## src/rtl/fsk_demod_pkg.sv

```systemverilog
package fsk_demod_pkg;
  // largest number of half-bits one run may emit
  localparam int HB_MAX   = 4;
  localparam int HB_CNT_W = $clog2(HB_MAX + 1);
  // start-of-frame half-bits, oldest in the MSB
  localparam logic [5:0] SOF_PATTERN = 6'b111000;

  typedef enum logic {ST_HUNT, ST_FRAME} frm_state_e;
endpackage

```

## src/rtl/fsk_edge_classifier.sv

```systemverilog
module fsk_edge_classifier
  import fsk_demod_pkg::*;
#(
  parameter int SAMP_W      = 8,
  parameter int SLICE_LEVEL = 127,
  parameter int SPLIT       = 9,
  parameter int PER_W       = 6
) (
  input  logic              clk,
  input  logic              rst,
  input  logic              smp_vld,
  input  logic [SAMP_W-1:0] smp,
  output logic              cyc_vld,
  output logic              cyc_is10
);
  localparam logic [PER_W-1:0] PER_MAX = '1;

  logic             bit_now;
  logic             prev_bit;
  logic             synced;
  logic [PER_W-1:0] per_cnt;
  logic             rise;

  assign bit_now = (smp >= SAMP_W'(SLICE_LEVEL));
  assign rise    = bit_now & ~prev_bit;

  always_ff @(posedge clk) begin
    if (rst) begin
      prev_bit <= 1'b1;   // first sample can never be an edge
      synced   <= 1'b0;
      per_cnt  <= '0;
      cyc_vld  <= 1'b0;
      cyc_is10 <= 1'b0;
    end else begin
      cyc_vld <= 1'b0;
      if (smp_vld) begin
        prev_bit <= bit_now;
        if (rise) begin
          synced  <= 1'b1;
          per_cnt <= PER_W'(1);
          if (synced) begin
            cyc_vld  <= 1'b1;
            cyc_is10 <= (per_cnt >= PER_W'(SPLIT));
          end
        end else if (per_cnt != PER_MAX) begin
          per_cnt <= per_cnt + 1'b1;
        end
      end
    end
  end
endmodule

```

## src/rtl/fsk_run_decoder.sv

```systemverilog
module fsk_run_decoder
  import fsk_demod_pkg::*;
#(
  parameter int RUN_W = 5
) (
  input  logic                clk,
  input  logic                rst,
  input  logic                cyc_vld,
  input  logic                cyc_is10,
  output logic [HB_CNT_W-1:0] hb_cnt,
  output logic                hb_lvl
);
  localparam logic [RUN_W-1:0] RUN_MAX = '1;

  logic             run_live;
  logic             run_is10;
  logic [RUN_W-1:0] run_len;
  logic [RUN_W:0]   len_p1;
  logic [RUN_W:0]   half_n;
  logic [HB_CNT_W-1:0] emit_n;

  assign len_p1 = {1'b0, run_len} + 1'b1;
  assign half_n = run_is10 ? (len_p1 / (RUN_W+1)'(5)) : (len_p1 / (RUN_W+1)'(6));

  always_comb begin
    if (half_n >= (RUN_W+1)'(1) && half_n <= (RUN_W+1)'(HB_MAX))
      emit_n = HB_CNT_W'(half_n);
    else
      emit_n = '0;
  end

  always_ff @(posedge clk) begin
    if (rst) begin
      run_live <= 1'b0;
      run_is10 <= 1'b0;
      run_len  <= '0;
      hb_cnt   <= '0;
      hb_lvl   <= 1'b0;
    end else begin
      hb_cnt <= '0;
      if (cyc_vld) begin
        if (!run_live) begin
          run_live <= 1'b1;
          run_is10 <= cyc_is10;
          run_len  <= RUN_W'(1);
        end else if (cyc_is10 == run_is10) begin
          if (run_len != RUN_MAX) run_len <= run_len + 1'b1;
        end else begin
          hb_cnt   <= emit_n;
          hb_lvl   <= ~run_is10;
          run_is10 <= cyc_is10;
          run_len  <= RUN_W'(1);
        end
      end
    end
  end
endmodule

```

## src/rtl/fsk_frame_decoder.sv

```systemverilog
module fsk_frame_decoder
  import fsk_demod_pkg::*;
#(
  parameter int ID_W = 44,
  parameter int HI_W = 12
) (
  input  logic                 clk,
  input  logic                 rst,
  input  logic                 find_one,
  input  logic [HB_CNT_W-1:0]  hb_cnt,
  input  logic                 hb_lvl,
  output logic [HI_W-1:0]      id_hi,
  output logic [ID_W-HI_W-1:0] id_lo,
  output logic                 id_valid
);
  localparam int LO_W = ID_W - HI_W;

  frm_state_e      st, n_st;
  logic [5:0]      hist, n_hist;
  logic [2:0]      fill, n_fill;
  logic [ID_W-1:0] acc, n_acc, rep_val;
  logic            rep;
  logic            done;

  // up to HB_MAX half-bits are folded in per clock
  always_comb begin
    n_st    = st;
    n_hist  = hist;
    n_fill  = fill;
    n_acc   = acc;
    rep     = 1'b0;
    rep_val = acc;
    for (int k = 0; k < HB_MAX; k++) begin
      if (!done && (HB_CNT_W'(k) < hb_cnt)) begin
        n_hist = {n_hist[4:0], hb_lvl};
        if (n_st == ST_HUNT) begin
          if (n_hist == SOF_PATTERN) begin
            n_st   = ST_FRAME;
            n_fill = '0;
            n_acc  = '0;
          end
        end else begin
          n_fill = n_fill + 1'b1;
          if (n_fill == 3'd6) begin
            if (n_hist == SOF_PATTERN) begin
              if (|n_acc) begin
                rep     = 1'b1;
                rep_val = n_acc;
              end
              n_acc  = '0;
              n_fill = '0;
            end else if (n_hist[5:4] == 2'b01) begin
              n_acc  = {n_acc[ID_W-2:0], 1'b1};
              n_fill = 3'd4;
            end else if (n_hist[5:4] == 2'b10) begin
              n_acc  = {n_acc[ID_W-2:0], 1'b0};
              n_fill = 3'd4;
            end else begin
              n_st   = ST_HUNT;
              n_acc  = '0;
              n_fill = '0;
            end
          end
        end
      end
    end
  end

  always_ff @(posedge clk) begin
    if (rst) begin
      st       <= ST_HUNT;
      hist     <= '0;
      fill     <= '0;
      acc      <= '0;
      done     <= 1'b0;
      id_valid <= 1'b0;
      id_hi    <= '0;
      id_lo    <= '0;
    end else begin
      st       <= n_st;
      hist     <= n_hist;
      fill     <= n_fill;
      acc      <= n_acc;
      id_valid <= rep;
      if (rep) begin
        id_hi <= rep_val[ID_W-1 -: HI_W];
        id_lo <= rep_val[LO_W-1:0];
        if (find_one) done <= 1'b1;
      end
    end
  end
endmodule

```

## src/rtl/fsk_id_demod.sv

```systemverilog
module fsk_id_demod
  import fsk_demod_pkg::*;
#(
  parameter int SAMP_W      = 8,
  parameter int SLICE_LEVEL = 127,
  parameter int SPLIT       = 9,
  parameter int PER_W       = 6,
  parameter int RUN_W       = 5,
  parameter int ID_W        = 44,
  parameter int HI_W        = 12
) (
  input  logic                 clk,
  input  logic                 rst,
  input  logic                 sample_valid,
  input  logic [SAMP_W-1:0]    sample,
  input  logic                 find_one,
  output logic [HI_W-1:0]      id_hi,
  output logic [ID_W-HI_W-1:0] id_lo,
  output logic                 id_valid
);
  logic                cyc_vld;
  logic                cyc_is10;
  logic [HB_CNT_W-1:0] hb_cnt;
  logic                hb_lvl;

  fsk_edge_classifier #(
    .SAMP_W(SAMP_W), .SLICE_LEVEL(SLICE_LEVEL), .SPLIT(SPLIT), .PER_W(PER_W)
  ) u_edge (
    .clk(clk), .rst(rst), .smp_vld(sample_valid), .smp(sample),
    .cyc_vld(cyc_vld), .cyc_is10(cyc_is10)
  );

  fsk_run_decoder #(.RUN_W(RUN_W)) u_run (
    .clk(clk), .rst(rst), .cyc_vld(cyc_vld), .cyc_is10(cyc_is10),
    .hb_cnt(hb_cnt), .hb_lvl(hb_lvl)
  );

  fsk_frame_decoder #(.ID_W(ID_W), .HI_W(HI_W)) u_frame (
    .clk(clk), .rst(rst), .find_one(find_one), .hb_cnt(hb_cnt), .hb_lvl(hb_lvl),
    .id_hi(id_hi), .id_lo(id_lo), .id_valid(id_valid)
  );
endmodule

```

## config.mk

```make
export PLATFORM = sky130hd
export DESIGN_NAME = fsk_id_demod
export DESIGN_NICKNAME = d
export VERILOG_FILES = /design/src/rtl/fsk_demod_pkg.sv /design/src/rtl/fsk_edge_classifier.sv /design/src/rtl/fsk_run_decoder.sv /design/src/rtl/fsk_frame_decoder.sv /design/src/rtl/fsk_id_demod.sv
export SDC_FILE = /design/constraint.sdc
export NUM_CORES = 1
export LEC_CHECK = 0
export BUFFER_PORTS_ARGS = -buffer_cell sky130_fd_sc_hd__buf_2
export CAP_MARGIN = 20
export CORE_UTILIZATION = 50
export CTS_CLUSTER_SIZE = 30
export DETAILED_ROUTE_END_ITERATION = 6
export GPL_ROUTABILITY_DRIVEN = 1
export GPL_TIMING_DRIVEN = 0
export HOLD_SLACK_MARGIN = 0.1
export PLACE_DENSITY = 0.82
export SLEW_MARGIN = 20
export SYNTH_ARGS = -nofsm -noshare
export SYNTH_HDL_FRONTEND = slang
export SYNTH_SLANG_ARGS = --single-unit
```

## constraint.sdc

```tcl
create_clock -name clk -period 5.8 [get_ports clk]
set_input_delay 0.87 -clock clk [delete_from_list [all_inputs] [get_ports clk]]
set_output_delay 0.87 -clock clk [all_outputs]
set_load 0.02 [all_outputs]
```

==> out/qor.txt <==
Required time of the worst setup path: 6090 ps
Post-synthesis instance total: 1150
Failing checks: design-rule violations
Fin crit share: 100%
R2R depth: 19
Synth Register Bits: 120
CTS tree: yes
First-pass GRT wire length: 60300 um
Total GRT Usage: 45.1%
Largest net degree at the start of global routing: 20
Final slew viol count: 0
Clock power share: 55.7%
Seq/Total Area, Yosys: 27.3%
Filler cells: 1562
Clk root buf: clkbuf_16
Max_cap viols: 0
EDFF count, synth: 0
Switching Share: 26.0%
Yosys warning total: 0
Top_reg_cell synth: dfxtp_1
Layout cell share with drive strength beyond 1: 16.1%
Clock sinks: 120
Yosys top cell by area: dfxtp_1
Total core area: 0.0172 sq mm
Mapped Nets: 1198
Number of port buffers: 55
Worst EP arrival: 6090 ps
P_sw: 0.508 mW
H-tree levels: 4
Final min period: 5800 ps
Logic pwr share: 1.9%
Most used cell, CP: nand2_1
Yosys top cell area share: 27.3%
Clock-pin slew on the worst setup and hold paths: 70 ps
Pwr per Cell Area: 187 mW/mm^2
Status: finished with violations
Antenna Nets Post-Route: 0
Post-synth cell types: 78
Area of the multi-input gates: 0.00612 sq mm
CP Class: reg -> reg
CP startpoint: u_frame.fill[0]$_SDFF_PP0_
1st-iter DRT viols: 2114
Reg2reg setup slack: 0.8 ps
Hold buffers post-CTS: 0
Reg2Reg Launch Point: u_frame.fill[0]$_SDFF_PP0_
Clk buf depth: 2
Max transition margin: 35.7%
Placed instance count: 1431
ANT cells: 0
LEAKAGE: 3.78 nW
Async SR Flop Fraction: 0%
Vias per std cell: 7.32
Number of global-route vias before repair: 9791
Synth Area per Inst: 7.65 sq um
Slew @ Worst Pin: 964 ps
Max Freq: 172 MHz
# setup viols final: 0
Worst hold path class: reg -> reg
Crit end category: register
Top cells by area, synth: dfxtp_1 27%, a22oi_1 6.9%, nor2_1 5.2%, ha_1 5.1%, o22ai_1 4.3%
Sequential share of power: 42.4%
Total power: 1.95 mW
Cell Int Power: 1.44 mW
Layout Nets: 1287
Total Wirelength: 40900 um
CP max FO: 12
Row cnt: 48
Routability cong.: 1.03
Area growth from synthesis to layout: 18.4%
Register area: 0.00240 sq mm
DR DRC count: 24
I/O pin count: 57
Clock Latency Late Sink: 430 ps
Post-Syn Area: 0.00879 sq mm
DR pass1 iterations: 7
Reg-to-reg endpoint: u_frame.id_lo[3]$_SDFFE_PP0P_
Non-Filler Instances: 1477
CP max-delay cell: a31oi_1
Worst Hold End: u_edge.cyc_vld$_SDFF_PP0_
Die W: 135 um
CP peak stage delay: 700 ps
Cts bufs inserted: 17
Overflow after GRT: 0
CP cell instances: ha_2, xor2_4, nand2_4, nand2_1, o21ai_2, inv_1, ha_4, nand2_1, nor4b_1, a2111oi_1, a221oi_1, mux2_2, mux2i_4, nand3_1, a31oi_1, or2_0, clkbuf_1, buf_4, o22ai_1
Maximum VDD drop: 0.000242 V
Layout Skew: 10.5 ps
DPL Wire Length: 29900 um
Initial antenna violation count: 0
Avg WL per Cell: 27.7 um
Depth of the worst hold-timing path: 2
Hold Violations, Final: 0
DIE AREA: 0.0181 sq mm
Initial Util: 51.0%
Worst setup SP type: register
Hold path startpoint: u_edge.synced$_SDFFE_PP0P_
Die Y: 135 um
Vias: 10.8k
-- placed cells by master, fill, tap and decap left out, types with 17 or more instances in the layout --
master	synthesis	routed
buf_4	12	34
nor2b_1	20	20
clkbuf_1	51	43
o22ai_1	61	60
inv_1	38	36
a222oi_1	27	27
nand2b_1	18	18
a22o_1	23	23
nor2_1	121	119
a211oi_1	40	39
dfxtp_1	120	120
buf_2	17	65
o21ai_0	51	48
clkbuf_16	0	17
ha_1	36	31
a21oi_1	76	71
a22oi_1	81	76
nand3_1	22	22
nor3_1	22	19
nand2_1	84	78
-- how the worst max path moves through the flow --
| stage | slack, ps | endpoint | depth (start not counted) |
|---|---|---|---|
| after detailed placement | -1690 | u_frame.acc[14]$_SDFF_PP0_ | 27 |
| after global placement | -1590 | u_frame.acc[0]$_SDFF_PP0_ | 28 |
| final | 0.8 | u_frame.id_lo[3]$_SDFFE_PP0P_ | 19 |
| after floorplan | 250 | u_frame.acc[0]$_SDFF_PP0_ | 28 |
| after global routing | -50 | u_frame.acc[0]$_SDFF_PP0_ | 30 |
| after CTS | 10 | u_frame.acc[0]$_SDFF_PP0_ | 30 |
-- repair_timing --
item,4_1_cts,5_1_grt
resized for setup,49,42
endpoints found under the hold margin,0,0
buffers inserted,3,15
pin swaps,4,10
endpoints found under the setup margin,95,91
-- state kept, by name, indices dropped and copies added, names as in the netlist, 3 cells and up --
register        flops
u_frame.acc        44
u_frame.id_lo      32
u_frame.id_hi      12
u_edge.per_cnt      6
u_frame.hist        5
u_run.run_len       5
u_frame.fill        3
u_run.hb_cnt        3
-- routing by layer --
layer / up-vias / track usage (%) / share of wire [%]
li1: 4612 / - / -
met1: 5058 / 59.9 / 39
met2: 958 / 63.8 / 40
met3: 185 / 16.4 / 15
met4: 0 / 23.0 / 5.9
met5: - / 0 / 0
-- power groups by stage --
stage | Combinational [mW] | Sequential [mW] | Clock [mW]
floorplan | 0.0199 | 0.846 | 0
global placement | 0.0346 | 0.846 | 0
detailed placement | 0.0353 | 0.846 | 0
CTS | 0.0353 | 0.828 | 1.08
global route | 0.0393 | 0.828 | 1.11
finish | 0.0372 | 0.828 | 1.09
-- synthesized netlist by cell type (22+ instances only) --
cell	n
o21ai_0	51
nor2_1	121
a211oi_1	40
a21oi_1	76
nand3_1	22
a22oi_1	81
nor3_1	22
a222oi_1	27
inv_1	38
ha_1	36
nand2_1	84
a22o_1	23
clkbuf_1	51
dfxtp_1	120
o22ai_1	61
-- worst max-delay path: cells and delay by family, from the launching register on --
kind                     cells  cell delay [ps]
multiplexers                 2              690
flip-flops                   1              450
XOR/XNOR                     1              290
adder cells (fa/ha/maj)      2              460
AO/OA/AOI/OAI                5             1360
buffers and inverters        3              890
AND/OR/NAND/NOR              6             1510
-- cells by family after synthesis --
kind of cell / share of synthesized area [%]
flip-flops: 27.3
AO/OA/AOI/OAI: 37.4
multiplexers: 2.11
AND/OR/NAND/NOR: 20.5
XOR/XNOR: 1.20
adder cells (fa/ha/maj): 5.12
buffers and inverters: 6.36
-- area by class of cell --
| class | count | share of cell area, % |
|---|---|---|
| Clock inverter | 15 | 1.54 |
| Multi-Input combinational cell | 904 | 58.8 |
| Inverter | 38 | 1.41 |
| Buffer | 84 | 4.35 |
| Tap cell | 225 | 2.70 |
| Sequential cell | 120 | 23.1 |
| Clock buffer | 17 | 4.09 |
| Timing Repair Buffer | 74 | 4.05 |
-- stage by stage --
stage | utilization [%] | area, sq um | hold WS [ps] | TNS (ps) | setup slack [ps]
6_report | 60.4 | 10400 | 476 | 0 | 0.760
5_1_grt | 60.4 | 10400 | 509 | -961 | -46.7
4_1_cts | 58.9 | 10200 | 477 | 0 | 10.4
3_5_place_dp | 54.3 | 9370 | 468 | -113530 | -1690
3_3_place_gp | 54.2 | 9350 | 461 | -107080 | -1590
2_1_floorplan | - | 8790 | 441 | 0 | 248
(Power assumes the default switching activity.)
